$ cat src/rtl/smpclk_pkg.sv
package smpclk_pkg;

    typedef enum logic [1:0] {
        SRC_DIVIDER = 2'd0,
        SRC_EXT_CLK = 2'd1,
        SRC_COUNTER = 2'd2,
        SRC_NONE    = 2'd3
    } smp_src_e;

    typedef enum logic [2:0] {
        TB_FAST_A  = 3'd0,
        TB_FAST_B  = 3'd1,
        TB_SLOW    = 3'd2,
        TB_EXT_PIN = 3'd3,
        TB_CMP     = 3'd4
    } tb_sel_e;

    // Asynchronous sources handled by the synchronizer bank
    typedef struct packed {
        logic pause_pin;
        logic ext_clk;
        logic cmp;
        logic ext_tb;
    } async_bus_t;

    typedef struct packed {
        logic fast_a;
        logic fast_b;
        logic slow;
    } tb_strobe_t;

    typedef struct packed {
        smp_src_e src;
        tb_sel_e  tb;
        logic     pause_src;   // 0: pause pin, 1: comparator
        logic     pause_pol;   // level that pauses
    } mode_cfg_t;

    localparam int unsigned SYNC_STAGES = 2;

    function automatic logic pause_active(input mode_cfg_t m, input async_bus_t lvl);
        logic l;
        l = m.pause_src ? lvl.cmp : lvl.pause_pin;
        return l == m.pause_pol;
    endfunction

endpackage

$ cat src/rtl/smpclk_sync.sv
module smpclk_sync
    import smpclk_pkg::*;
#(
    parameter int STAGES = SYNC_STAGES
) (
    input  logic       clk,
    input  logic       rst,
    input  async_bus_t async_in,
    output async_bus_t lvl,
    output async_bus_t rise
);
    localparam int NB = $bits(async_bus_t);

    logic [STAGES-1:0][NB-1:0] pipe;
    logic [NB-1:0]             last;
    logic [NB-1:0]             rise_bits;

    always_ff @(posedge clk) begin
        if (rst) begin
            pipe <= '0;
            last <= '0;
        end else begin
            pipe <= {pipe[STAGES-2:0], async_in};
            last <= pipe[STAGES-1];
        end
    end

    for (genvar b = 0; b < NB; b++) begin : g_edge
        assign rise_bits[b] = pipe[STAGES-1][b] & ~last[b];
    end

    assign lvl  = async_bus_t'(pipe[STAGES-1]);
    assign rise = async_bus_t'(rise_bits);

endmodule

$ cat src/rtl/smpclk_divider.sv
module smpclk_divider
    import smpclk_pkg::*;
#(
    parameter int DIV_W = 16
) (
    input  logic             clk,
    input  logic             rst,
    input  logic             en,
    input  mode_cfg_t        mode,
    input  logic [DIV_W-1:0] divisor,
    input  tb_strobe_t       stb,
    input  logic             ctr_in,
    input  async_bus_t       lvl,
    input  async_bus_t       rise,
    output logic             smp_pulse
);
    logic [DIV_W-1:0] div_n;
    logic [DIV_W-1:0] cnt;
    logic             tick;
    logic             paused;
    logic             ctr_prev;
    logic             ctr_rise;
    logic             direct_ev;

    assign div_n    = (divisor < DIV_W'(2)) ? DIV_W'(2) : divisor;
    assign paused   = pause_active(mode, lvl);
    assign ctr_rise = ctr_in & ~ctr_prev;

    always_comb begin
        case (mode.tb)
            TB_FAST_A:  tick = stb.fast_a;
            TB_FAST_B:  tick = stb.fast_b;
            TB_SLOW:    tick = stb.slow;
            TB_EXT_PIN: tick = rise.ext_tb;
            TB_CMP:     tick = rise.cmp;
            default:    tick = 1'b0;
        endcase
    end

    always_comb begin
        case (mode.src)
            SRC_EXT_CLK: direct_ev = rise.ext_clk;
            SRC_COUNTER: direct_ev = ctr_rise;
            default:     direct_ev = 1'b0;
        endcase
    end

    always_ff @(posedge clk) begin
        if (rst) ctr_prev <= 1'b0;
        else     ctr_prev <= ctr_in;
    end

    always_ff @(posedge clk) begin
        if (rst || !en) begin
            cnt       <= '0;
            smp_pulse <= 1'b0;
        end else begin
            smp_pulse <= 1'b0;
            if (!paused) begin
                if (mode.src == SRC_DIVIDER) begin
                    if (tick) begin
                        if (cnt == div_n - DIV_W'(1)) begin
                            cnt       <= '0;
                            smp_pulse <= 1'b1;
                        end else begin
                            cnt <= cnt + DIV_W'(1);
                        end
                    end
                end else begin
                    smp_pulse <= direct_ev;
                end
            end
        end
    end

    p_cnt_range_r2: assert property (@(posedge clk) disable iff (rst || !en)
        cnt < div_n);

    p_single_pulse_r2: assert property (@(posedge clk) disable iff (rst)
        smp_pulse |=> !smp_pulse);

    p_paused_quiet_r4: assert property (@(posedge clk) disable iff (rst)
        (en && paused) |=> !smp_pulse);

    p_pause_hold_r5: assert property (@(posedge clk) disable iff (rst)
        (en && paused) |=> (cnt == $past(cnt)));

endmodule

$ cat src/rtl/smpclk_conv_seq.sv
module smpclk_conv_seq #(
    parameter int CHAN_W = 4,
    parameter int GAP_W  = 8
) (
    input  logic              clk,
    input  logic              rst,
    input  logic              en,
    input  logic              smp_pulse,
    input  logic [CHAN_W-1:0] chan_field,
    input  logic [GAP_W-1:0]  gap,
    input  logic              ovr_clr,
    output logic              conv_out,
    output logic              busy,
    output logic              overrun
);
    logic [GAP_W-1:0]  gap_eff;
    logic [GAP_W-1:0]  gcnt;
    logic [CHAN_W-1:0] left;
    logic              active;
    logic              conv_q;
    logic              ovr_q;
    logic              accept;
    logic              drop;

    assign gap_eff = (gap == '0) ? GAP_W'(1) : gap;
    assign accept  = en & smp_pulse & ~active;
    assign drop    = en & smp_pulse & active;

    always_ff @(posedge clk) begin
        if (rst || !en) begin
            active <= 1'b0;
            conv_q <= 1'b0;
            left   <= '0;
            gcnt   <= '0;
        end else if (accept) begin
            active <= 1'b1;
            conv_q <= 1'b1;
            left   <= chan_field;
            gcnt   <= gap_eff;
        end else if (active) begin
            if (conv_q && left == '0) begin
                active <= 1'b0;
                conv_q <= 1'b0;
            end else if (gcnt == GAP_W'(1)) begin
                conv_q <= 1'b1;
                left   <= left - CHAN_W'(1);
                gcnt   <= gap_eff;
            end else begin
                conv_q <= 1'b0;
                gcnt   <= gcnt - GAP_W'(1);
            end
        end
    end

    always_ff @(posedge clk) begin
        if (rst)          ovr_q <= 1'b0;
        else if (drop)    ovr_q <= 1'b1;
        else if (ovr_clr) ovr_q <= 1'b0;
    end

    assign conv_out = conv_q;
    assign busy     = active | smp_pulse;
    assign overrun  = ovr_q;

    p_conv_spacing_r7: assert property (@(posedge clk) disable iff (rst || !en)
        (conv_q && gap_eff > GAP_W'(1)) |=> !conv_q);

    p_drop_flags_r9: assert property (@(posedge clk) disable iff (rst)
        (en && smp_pulse && active) |=> overrun);

    p_ovr_sticky_r9: assert property (@(posedge clk) disable iff (rst)
        (overrun && !ovr_clr) |=> overrun);

    p_disable_stops_r10: assert property (@(posedge clk) disable iff (rst)
        !en |=> (!active && !conv_q));

endmodule

$ cat src/rtl/smpclk_gen.sv
module smpclk_gen
    import smpclk_pkg::*;
#(
    parameter int DIV_W  = 16,
    parameter int CHAN_W = 4,
    parameter int GAP_W  = 8
) (
    input  logic              clk,
    input  logic              rst,
    input  logic              en,
    input  logic              tb_fast_a_stb,
    input  logic              tb_fast_b_stb,
    input  logic              tb_slow_stb,
    input  logic              ext_tb_pin,
    input  logic              cmp_evt_in,
    input  logic              ext_clk_pin,
    input  logic              ctr_out_in,
    input  logic              pause_pin,
    input  logic [1:0]        cfg_src_mode,
    input  logic [2:0]        cfg_tb_sel,
    input  logic [DIV_W-1:0]  cfg_divisor,
    input  logic              cfg_pause_src,
    input  logic              cfg_pause_pol,
    input  logic              cfg_smp_inv,
    input  logic [CHAN_W-1:0] cfg_chan_cnt,
    input  logic [GAP_W-1:0]  cfg_conv_gap,
    input  logic              ovr_clr,
    output logic              smp_out,
    output logic              conv_out,
    output logic              busy,
    output logic              overrun
);
    async_bus_t async_in;
    async_bus_t sync_lvl;
    async_bus_t sync_rise;
    tb_strobe_t stb;
    mode_cfg_t  mode;
    logic       smp_pulse;

    assign async_in = '{pause_pin: pause_pin, ext_clk: ext_clk_pin,
                        cmp: cmp_evt_in, ext_tb: ext_tb_pin};
    assign stb      = '{fast_a: tb_fast_a_stb, fast_b: tb_fast_b_stb,
                        slow: tb_slow_stb};
    assign mode     = '{src: smp_src_e'(cfg_src_mode), tb: tb_sel_e'(cfg_tb_sel),
                        pause_src: cfg_pause_src, pause_pol: cfg_pause_pol};

    smpclk_sync #(.STAGES(SYNC_STAGES)) u_sync (
        .clk      (clk),
        .rst      (rst),
        .async_in (async_in),
        .lvl      (sync_lvl),
        .rise     (sync_rise)
    );

    smpclk_divider #(.DIV_W(DIV_W)) u_div (
        .clk       (clk),
        .rst       (rst),
        .en        (en),
        .mode      (mode),
        .divisor   (cfg_divisor),
        .stb       (stb),
        .ctr_in    (ctr_out_in),
        .lvl       (sync_lvl),
        .rise      (sync_rise),
        .smp_pulse (smp_pulse)
    );

    smpclk_conv_seq #(.CHAN_W(CHAN_W), .GAP_W(GAP_W)) u_seq (
        .clk        (clk),
        .rst        (rst),
        .en         (en),
        .smp_pulse  (smp_pulse),
        .chan_field (cfg_chan_cnt),
        .gap        (cfg_conv_gap),
        .ovr_clr    (ovr_clr),
        .conv_out   (conv_out),
        .busy       (busy),
        .overrun    (overrun)
    );

    assign smp_out = smp_pulse ^ cfg_smp_inv;

    p_conv_in_busy_r8: assert property (@(posedge clk) disable iff (rst)
        conv_out |-> busy);

    p_rst_idle_r1: assert property (@(posedge clk)
        rst |=> (!conv_out && !busy && !overrun));

endmodule

$ cat config.mk
export PLATFORM = sky130hd
export DESIGN_NAME = smpclk_gen
export DESIGN_NICKNAME = d
export VERILOG_FILES = /design/src/rtl/smpclk_pkg.sv /design/src/rtl/smpclk_sync.sv /design/src/rtl/smpclk_divider.sv /design/src/rtl/smpclk_conv_seq.sv /design/src/rtl/smpclk_gen.sv
export SDC_FILE = /design/constraint.sdc
export NUM_CORES = 1
export LEC_CHECK = 0
export BUFFER_PORTS_ARGS = -buffer_cell sky130_fd_sc_hd__buf_2
export CORE_ASPECT_RATIO = 1.5
export CORE_MARGIN = 2
export CORE_UTILIZATION = 45
export CTS_BUF_LIST = sky130_fd_sc_hd__clkbuf_2
export CTS_CLUSTER_DIAMETER = 50
export DETAILED_ROUTE_END_ITERATION = 10
export PLACE_DENSITY = 0.72
export SLEW_MARGIN = 0
export SYNTH_ARGS = -nofsm -noshare
export SYNTH_HDL_FRONTEND = slang
export SYNTH_HIERARCHICAL = 1
export SYNTH_SLANG_ARGS = --single-unit
$ cat constraint.sdc
create_clock -name clk -period 4.3 [get_ports clk]
set_clock_uncertainty 0.2 [all_clocks]
set_input_delay 0 -clock clk [delete_from_list [all_inputs] [get_ports clk]]
set_output_delay 0 -clock clk [all_outputs]
set_load 0.01 [all_outputs]
== After elaboration in Yosys (flattened, before gate mapping) ==
Cells that the tools add are included.
Word-level totals
  output and inout port bits: 4
  bits of input ports: 48
  logic and storage cells: 81
  register bits: 44
Operators by class
  multiplexer cells: 26
  eq/ne operators: 10
  magnitude comparators: 1
  add/sub/neg operators: 4
  reduce and logical (&&, ||, !) cells: 14
  bitwise logic cells: 15
Operators by type and width (count)
  2-to-1 mux 8 bit: 5
  2-to-1 mux 16 bit: 2
  adder 16 x 1 -> 16 bit (second input constant): 1
  == test 16 bit: 1
  less-than comparator 16 x 2 -> 1 bit (second input constant): 1
  2-to-1 mux 4 bit: 4
  subtractor 16 x 1 -> 16 bit (second input constant): 1
  2-to-1 mux 1 bit: 13
  == test 8 x 1 -> 1 bit (second input constant): 1
  zero test 8 bit: 1
  subtractor 8 x 1 -> 8 bit (second input constant): 1
  AND 1 bit: 7
  == test 3 x 2 -> 1 bit (second input constant): 2
  inverter 1 bit: 6
  AND reduction 3 bit: 2
  nonzero test 2 bit: 3
  case mux 1 bit (5 select lines): 1
  zero test 4 bit: 1
  subtractor 4 x 1 -> 4 bit (second input constant): 1
  == test 3 x 1 -> 1 bit (second input constant): 1
  == test 3 bit (second input constant): 1
  zero test 3 bit: 1
  == test 2 x 1 -> 1 bit (second input constant): 1
  == test 2 bit (second input constant): 1
  11 further kinds: 11

== Depth between registers and ports, before layout ==
Gate-level depths: netlist of run 1.
  depth after elaboration: 7
  depth in mapped cells: 13
  gate-level depth less buffers: 11

== Cells and area by module ==
Netlist of run 1, hierarchy kept.
Modules (own cells, without submodules)
  smpclk_divider: area an instance 1601.5 sq um, sequential area each 360.3 sq um, cells an instance 192, instances 1
  smpclk_conv_seq: area an instance 991.0 sq um, sequential area each 300.3 sq um, cells an instance 119, instances 1
  smpclk_sync: area an instance 421.7 sq um, sequential area each 240.2 sq um, cells an instance 33, instances 1
  smpclk_gen: area an instance 8.8 sq um, sequential area each 0.0 sq um, cells an instance 1, instances 1

== Worst setup path before layout of run 1 ==
OpenSTA, ideal clock, no wires.
  path type: input to register
  start point: in cfg_divisor[8]
  end point: reg u_div.cnt[10]
  buffers on the path: 2
  setup slack: 1221 ps
  stages on the path: 13
  required time: 3968 ps
  library setup time: 132 ps
  arrival time: 2747 ps
  cell sequence: buf_2 > nor4_2 > nand4_1 > o21ai_0 > ha_1 > nand2b_1 > or3_4 > mux2_4 > o211ai_2 > o211ai_4 > nor4_4 > buf_6 > nor3_1
Between the ends
  word-level cells in the longest chain between the ends: 5
RTL lines
  from (decl): RTL line smpclk_gen.sv:21  | input logic [DIV_W-1:0] cfg_divisor,
  less-than comparator 16 x 2 -> 1 bit: RTL line smpclk_divider.sv:25  | assign div_n = (divisor < DIV_W'(2)) ? DIV_W'(2) : divisor;
  2-to-1 mux 16 bit *: RTL line smpclk_divider.sv:25
  subtractor 16 x 1 -> 16 bit *: RTL line smpclk_divider.sv:62  | if (cnt == div_n - DIV_W'(1)) begin
  == test 16 bit *: RTL line smpclk_divider.sv:62
  2-to-1 mux 16 bit *: RTL line smpclk_divider.sv:62
  to (signal assigned): RTL line smpclk_divider.sv:66  | cnt <= cnt + DIV_W'(1);
  to (decl): RTL line smpclk_divider.sv:18  | logic [DIV_W-1:0] cnt;
Mark *: on every way between the ends. The rest lies on a longest branch, timed or not.
A chain may end at the register's enable or synchronous reset.

== Worst setup path in the final report of run 1 ==
  start point: reg u_seq.gcnt[0]
  end point: reg u_seq.gcnt[0]
Between the ends
  word-level cells in the longest chain between the ends: 5
  elaborated cells on any way between the ends: 6
  classes of those cells: add/sub (1); eq/ne (1); mux (4)
RTL lines
  from (decl): RTL line smpclk_conv_seq.sv:17  | logic [GAP_W-1:0] gcnt;
  from (signal assigned): RTL line smpclk_conv_seq.sv:39  | gcnt <= gap_eff;
  from (signal assigned): RTL line smpclk_conv_seq.sv:47  | gcnt <= gap_eff;
  from (signal assigned): RTL line smpclk_conv_seq.sv:50  | gcnt <= gcnt - GAP_W'(1);
  subtractor 8 x 1 -> 8 bit or == test 8 x 1 -> 1 bit (tied branches): RTL line smpclk_conv_seq.sv:50, smpclk_conv_seq.sv:44
  2-to-1 mux 8 bit *: RTL line smpclk_conv_seq.sv:44  | end else if (gcnt == GAP_W'(1)) begin
  2-to-1 mux 8 bit *: RTL line smpclk_conv_seq.sv:41  | if (conv_q && left == '0) begin
  2-to-1 mux 8 bit *: RTL line smpclk_conv_seq.sv:40  | end else if (active) begin
  2-to-1 mux 8 bit *: RTL line smpclk_conv_seq.sv:35  | end else if (accept) begin
Mark *: on every way between the ends. The rest lies on a longest branch, timed or not. The select of a mux whose other input is x is not followed.

==> run metrics, run 1 <==
Rows 36; layout cells sized above 1 0.211; ANT nets after route 0; Area Growth Syn to Fin 25.5%; worst min-delay path class in -> reg; Initial Util 0.462; routed vias 2,841; Post-Route WL 7.36 mm; unrepaired setup endpoints after global routing false; Hold Vio Cnt, Final 0; Ys Warns 6; CTS tree built; Slew headroom 0.463; critical path launch point type flop; GRT Total Usage 0.212; htree depth 2; core area 6440 sq um; total grt overflow 0; Final Cycle Share 0.739; average routed wire per standard cell 14.6 um; Layout Nets 483; Reg-to-Reg Start u_seq/gcnt[0]; worst vdd ir 0.199 mV; Ports 52; met3 routed WL 290 um; clock slew at reported path FFs 220 ps; hold depth 5; Net Count, Synth 397; Fmax 315 MHz; clock latency on the worst-skew pair 420 ps; M1 WL 2.89 mm; max cap viols 0; min cycle time layout 3180 ps; clock root buffer clkbuf_2; FF-to-FF End u_seq/gcnt[0]; kind of critical path reg -> reg; Mapped Cells 340; max layer used met4; cells on worst reg2reg path 7; die height 104 um; clk sinks 44; reg2reg setup slack 1120 ps; fin util 0.579; vias per inst 5.65; setup violators final 0; Hold Crit Start cfg_tb_sel[2]; Leak 1.47 nW; 1st-pass router iterations 4; detailed placement HPWL 5.31 mm; Worst Path Required 4470 ps; status complete, no violations; Worst EP arrival 3350 ps; initial antenna violation count 0; Post-Syn Area 2970 sq um; number of global-route vias before repair 2,933; Hold Path End u_div/cnt[0]; largest net degree at the start of global routing 18; Max FO, Critical Path 11; critical path endpoint category flop; CTS max path bufs 2; Post-CTS Setup Bufs 0; Pwr Density 209 nW/um^2; DR iter-0 viols 91; PortBufs 51; total die area 7290 sq um; CTS buffer count 5; setup TNS 0 ps; Die Wd 70.4 um; Met2 Wirelength 4.05 mm; Post-CTS Resized 0; first-pass GRT wire length 12.8 mm; Synth Area per Inst 8.74 sq um; Ant. Diodes 0; worst-margin pin slew 804 ps; RePlAce Congestion 0.863; DRC violations left 0; total power draw 0.779 mW; Max Slew Vio Count 0; hold buffers post-CTS 42
## critical path, stage by stage (launching register included)
cell	delay, ps
dfxtp_1	500
ha_1	240
nor3b_2	370
nand4_2	360
o2bb2ai_1	240
dlygate4sd3_1	560
a31oi_1	120
dlygate4sd3_1	550
## cell type report
| cell class | instances | area, sq um |
|---|---|---|
| fill | 580 | 2710 |
| multi-input combinational | 269 | 1960 |
| sequential | 44 | 881 |
| timing repair buffer | 94 | 683 |
| tap | 76 | 95.1 |
| clock inverter | 3 | 46.3 |
| inverter | 12 | 45.0 |
| clock buffer | 5 | 25.0 |
## routing by layer
metal / vias to the layer above / GRT usage
li1: 1414 / -
met1: 1338 / 0.225
met2: 78 / 0.401
met3: 11 / 0.0321
met4: 0 / 0.0879
met5: - / 0
## power by group
group	total, mW	switching [mW]	internal, mW
logic	0.117	0.0545	0.0629
clock network	0.246	0.145	0.100
registers	0.416	0.00172	0.414
total	0.779	0.202	0.577
## layout by cell type (no fill, tap or decap), types with 4 or more instances in the layout
cell / n
nor3_1: 22
or3_1: 8
nor4_1: 6
inv_1: 12
buf_2: 51
nand3_1: 14
clkbuf_2: 5
nor2b_1: 9
and4_1: 4
o21ai_0: 12
nand4_1: 10
nor2_1: 13
a21o_1: 4
nand2b_1: 5
a31oi_1: 4
a21oi_1: 9
xor2_1: 12
nor2b_2: 8
xnor2_1: 24
ha_1: 9
o22ai_1: 4
dfxtp_1: 44
mux2i_1: 6
nand2_1: 24
dlygate4sd3_1: 42
## per-stage QoR
step | hold slack [ps] | instance area (sq um) | cells | worst slack [ps]
after floorplan | -131 | 2970 | 340 | 1220
after global placement | 8.93 | 3240 | 453 | 948
after detailed placement | 15.7 | 3240 | 453 | 835
final | 49.4 | 3730 | 503 | 1120
after CTS | 31.9 | 3730 | 503 | 1170
after global routing | 40.5 | 3730 | 503 | 940
## worst max path at each step
| stage | to | startpoint | slack [ps] |
|---|---|---|---|
| after floorplan | u_div/cnt[10] | cfg_divisor[8] | 1220 |
| after global placement | u_div/cnt[4] | cfg_divisor[11] | 950 |
| after detailed placement | u_div/cnt[6] | cfg_divisor[11] | 830 |
| after CTS | u_seq/gcnt[0] | u_seq/gcnt[0] | 1170 |
| after global routing | u_div/cnt[5] | cfg_divisor[11] | 940 |
| final | u_seq/gcnt[0] | u_seq/gcnt[0] | 1120 |
## flip-flops by register name, indices dropped and copies added (netlist names), 3 cells and up
register     count
u_div/cnt       16
u_sync/pipe      4
u_seq/gcnt       8
u_seq/left       4
u_sync/lvl       4
u_sync/last      3
Note: power is estimated with default switching activity, not from simulation.
==> run 2, diff against run 1 <==
--- a/config.mk
+++ b/config.mk
@@ -5,6 +5,7 @@
 export SDC_FILE = /design/constraint.sdc
 export NUM_CORES = 1
 export LEC_CHECK = 0
+export ABC_AREA = 1
 export BUFFER_PORTS_ARGS = -buffer_cell sky130_fd_sc_hd__buf_2
 export CORE_ASPECT_RATIO = 1.5
 export CORE_MARGIN = 2
@@ -12,7 +13,7 @@
 export CTS_BUF_LIST = sky130_fd_sc_hd__clkbuf_2
 export CTS_CLUSTER_DIAMETER = 50
 export DETAILED_ROUTE_END_ITERATION = 10
-export PLACE_DENSITY = 0.72
+export PLACE_DENSITY = 0.74
 export SLEW_MARGIN = 0
 export SYNTH_ARGS = -nofsm -noshare
 export SYNTH_HDL_FRONTEND = slang
==> constraint.sdc (replaced) <==
create_clock -name clk -period 2.9 [get_ports clk]
set_clock_uncertainty 0.2 [all_clocks]
set_input_delay 0 -clock clk [delete_from_list [all_inputs] [get_ports clk]]
set_output_delay 0 -clock clk [all_outputs]
set_load 0.01 [all_outputs]
==> run 2 against run 1 <==
Sequential share of layout area fell by 1.9 points. Register-to-register slack got worse by 990 ps. Die area rose by 7.6%. Sequential power rose by 48%. Total power rose by 37%. Synthesized cell count rose by 51%. Hold slack got worse by 19 ps. Routed wire length rose by 8.5%. Area after synthesis rose by 8.0%. Combinational power rose by 73%. Critical path depth rose by 2.
==> run metrics, run 2 <==
GRT Total Usage 0.215 (was 0.212); initial antenna violation count 0 (unchanged); RePlAce Congestion 0.905 (was 0.863); CTS tree built (unchanged); vias per inst 4.93 (was 5.65); unrepaired setup endpoints after global routing false (unchanged); first-pass GRT wire length 13.5 mm (was 12.8 mm); worst path buffer plus inverter count 3 (was 2); largest net degree at the start of global routing 16 (was 18); 1st-pass router iterations 4 (unchanged); worst-margin pin slew 438 ps (was 804 ps); kind of critical path reg -> reg (unchanged); worst min-delay path class in -> reg (unchanged); Post-Syn Area 3210 sq um (was 2970 sq um); clk sinks 44 (unchanged); total die area 7840 sq um (was 7290 sq um); Pwr Density 262 nW/um^2 (was 209 nW/um^2); status complete, no violations (unchanged); Area Growth Syn to Fin 26.7% (was 25.5%); Final Cycle Share 0.955 (was 0.739); Ant. Diodes 0 (unchanged); Ports 52 (unchanged); max cap viols 0 (unchanged); setup violators final 0 (unchanged); Ys Warns 6 (unchanged); CP Cell Sequence inv_1, ha_1, nand3_1, o21ai_4, nand2_1, nand3_1, dlygate4sd3_1, nand2_1, dlygate4sd3_1 (was ha_1, nor3b_2, nand4_2, o2bb2ai_1, dlygate4sd3_1, a31oi_1, dlygate4sd3_1); commonest cells after routing, fill and taps aside 124 x nand2_1, 84 x nor2_1, 82 x inv_1 (was 51 x buf_2, 44 x dfxtp_1, 42 x dlygate4sd3_1); pre-CTS setup slack 228 ps (was 835 ps); Leak 1.94 nW (was 1.47 nW); setup TNS 0 ps (unchanged); clock slew at reported path FFs 220 ps (about the same); core area 6900 sq um (was 6440 sq um); die height 107 um (was 104 um); crit path max-delay cell type dlygate4sd3_1 (unchanged); PortBufs 51 (unchanged); average routed wire per standard cell 11.5 um (was 14.6 um); largest register by flop count u_div/cnt (unchanged); Slew headroom 0.707 (was 0.463); CP max stage delay 560 ps (about the same); number of global-route vias before repair 3,351 (was 2,933); fillcell total 648 (was 580); clock root buffer clkbuf_2 (unchanged); top flop regs u_div/cnt (16), u_seq/gcnt (8) (unchanged); detailed placement HPWL 5.87 mm (was 5.31 mm); Worst Path Required 3030 ps (was 4470 ps); Rows 37 (was 36); worst vdd ir 0.191 mV (was 0.199 mV); Fmax 361 MHz (was 315 MHz); Net Count, Synth 570 (was 397); CTS buffer count 5 (unchanged); Worst EP arrival 2900 ps (was 3350 ps); CTS max path bufs 2 (unchanged); Post-Route WL 7.99 mm (was 7.36 mm); most common cell after layout, fill and taps aside nand2_1 (was buf_2); clock latency on the worst-skew pair 400 ps (was 420 ps); DRC violations left 0 (unchanged); critical path's top delay family buffers and inverters (unchanged); DR iter-0 viols 136 (was 91); setup ws final 130 ps (was 1120 ps); ANT nets after route 0 (unchanged); Mapped Cells 513 (was 340); routed vias 3,419 (was 2,841); min cycle time layout 2770 ps (was 3180 ps); critical path endpoint category flop (unchanged); Layout Nets 671 (was 483); Max Slew Vio Count 0 (unchanged); Hold Vio Cnt, Final 0 (unchanged); Initial Util 0.465 (was 0.462); htree depth 2 (unchanged); critical path launch point type flop (unchanged); total grt overflow 0 (unchanged); layout cells sized above 1 0.154 (was 0.211); Max FO, Critical Path 11 (unchanged); Synth Area per Inst 6.26 sq um (was 8.74 sq um); max reg flops 16 (unchanged); Die Wd 73.0 um (was 70.4 um)
[run 2: cell types whose count changed in the layout (fill, tap and decap cells not counted), moves of 7 or more]
| cell | change |
|---|---|
| nor2_1 | +71 |
| xnor2_1 | -13 |
| inv_1 | +70 |
| nand3_1 | +37 |
| nor2b_1 | -9 |
| nor2_2 | +12 |
| nor3_1 | -17 |
| nor2b_2 | -8 |
| xor2_1 | +8 |
| dlygate4sd3_1 | +7 |
| or3_1 | -8 |
| nand2_1 | +100 |
[run 2: area by class of cell]
cell class | instances | area, sq um | share of cell area
clock inverter | 3 | 13.8 | 0.00338
inverter | 84 | 318 | 0.0782
tap | 78 | 97.6 | 0.0240
multi-input combinational | 378 | 1970 | 0.483
timing repair buffer | 101 | 766 | 0.188
sequential | 44 | 881 | 0.217
clock buffer | 5 | 25.0 | 0.00615
[run 2: worst paths after layout]
check                       from       endpoint  slack [ps]  depth (start not counted)
setup / recovery   u_seq/gcnt[1]  u_seq/gcnt[2]         130                          9
hold / removal     tb_fast_b_stb   u_div/cnt[0]          30                          8
setup reg to reg   u_seq/gcnt[1]  u_seq/gcnt[2]         130                          9
hold reg to reg   u_sync/pipe[2]  u_sync/lvl[2]         220                          2
[run 2: where the power goes]
group	switching (mW)	leakage (nW)	internal [mW]
sequential	0.00238	0.357	0.613
combinational	0.106	1.55	0.0955
clock	0.195	0.0302	0.0542
[run 2: tightest hold or removal path, delay by kind of cell]
| family | cells | cell delay [ps] |
|---|---|---|
| buf+inv | 1 | 70 |
| compound gates | 3 | 170 |
| simple gates | 4 | 350 |
[run 2: what timing repair did]
| action | CTS | global route |
|---|---|---|
| endpoints found under the hold margin | 44 | 0 |
| endpoints found under the setup margin | 0 | 6 |
| hold buffers | 49 | 0 |
| resized for setup | 0 | 2 |
| setup buffers | 0 | 0 |
[run 2: metal layers]
metal	vias up	part of all wire	track usage
li1	1781	-	-
met1	1526	0.39	0.206
met2	86	0.54	0.423
met3	26	0.028	0.0234
met4	0	0.040	0.119
met5	-	0	0
[run 2: stage by stage]
step / total power, mW / utilization / cells / cell area [sq um] / hold slack [ps]
after floorplan: 0.728 / - / 513 / 3210 / -131
after global placement: 0.788 / 0.511 / 636 / 3520 / 0.948
after detailed placement: 0.793 / 0.511 / 636 / 3520 / 5.20
after CTS: 1.08 / 0.588 / 693 / 4050 / 5.06
after global routing: 1.14 / 0.590 / 693 / 4070 / 87.7
final: 1.07 / 0.590 / 693 / 4070 / 30.4
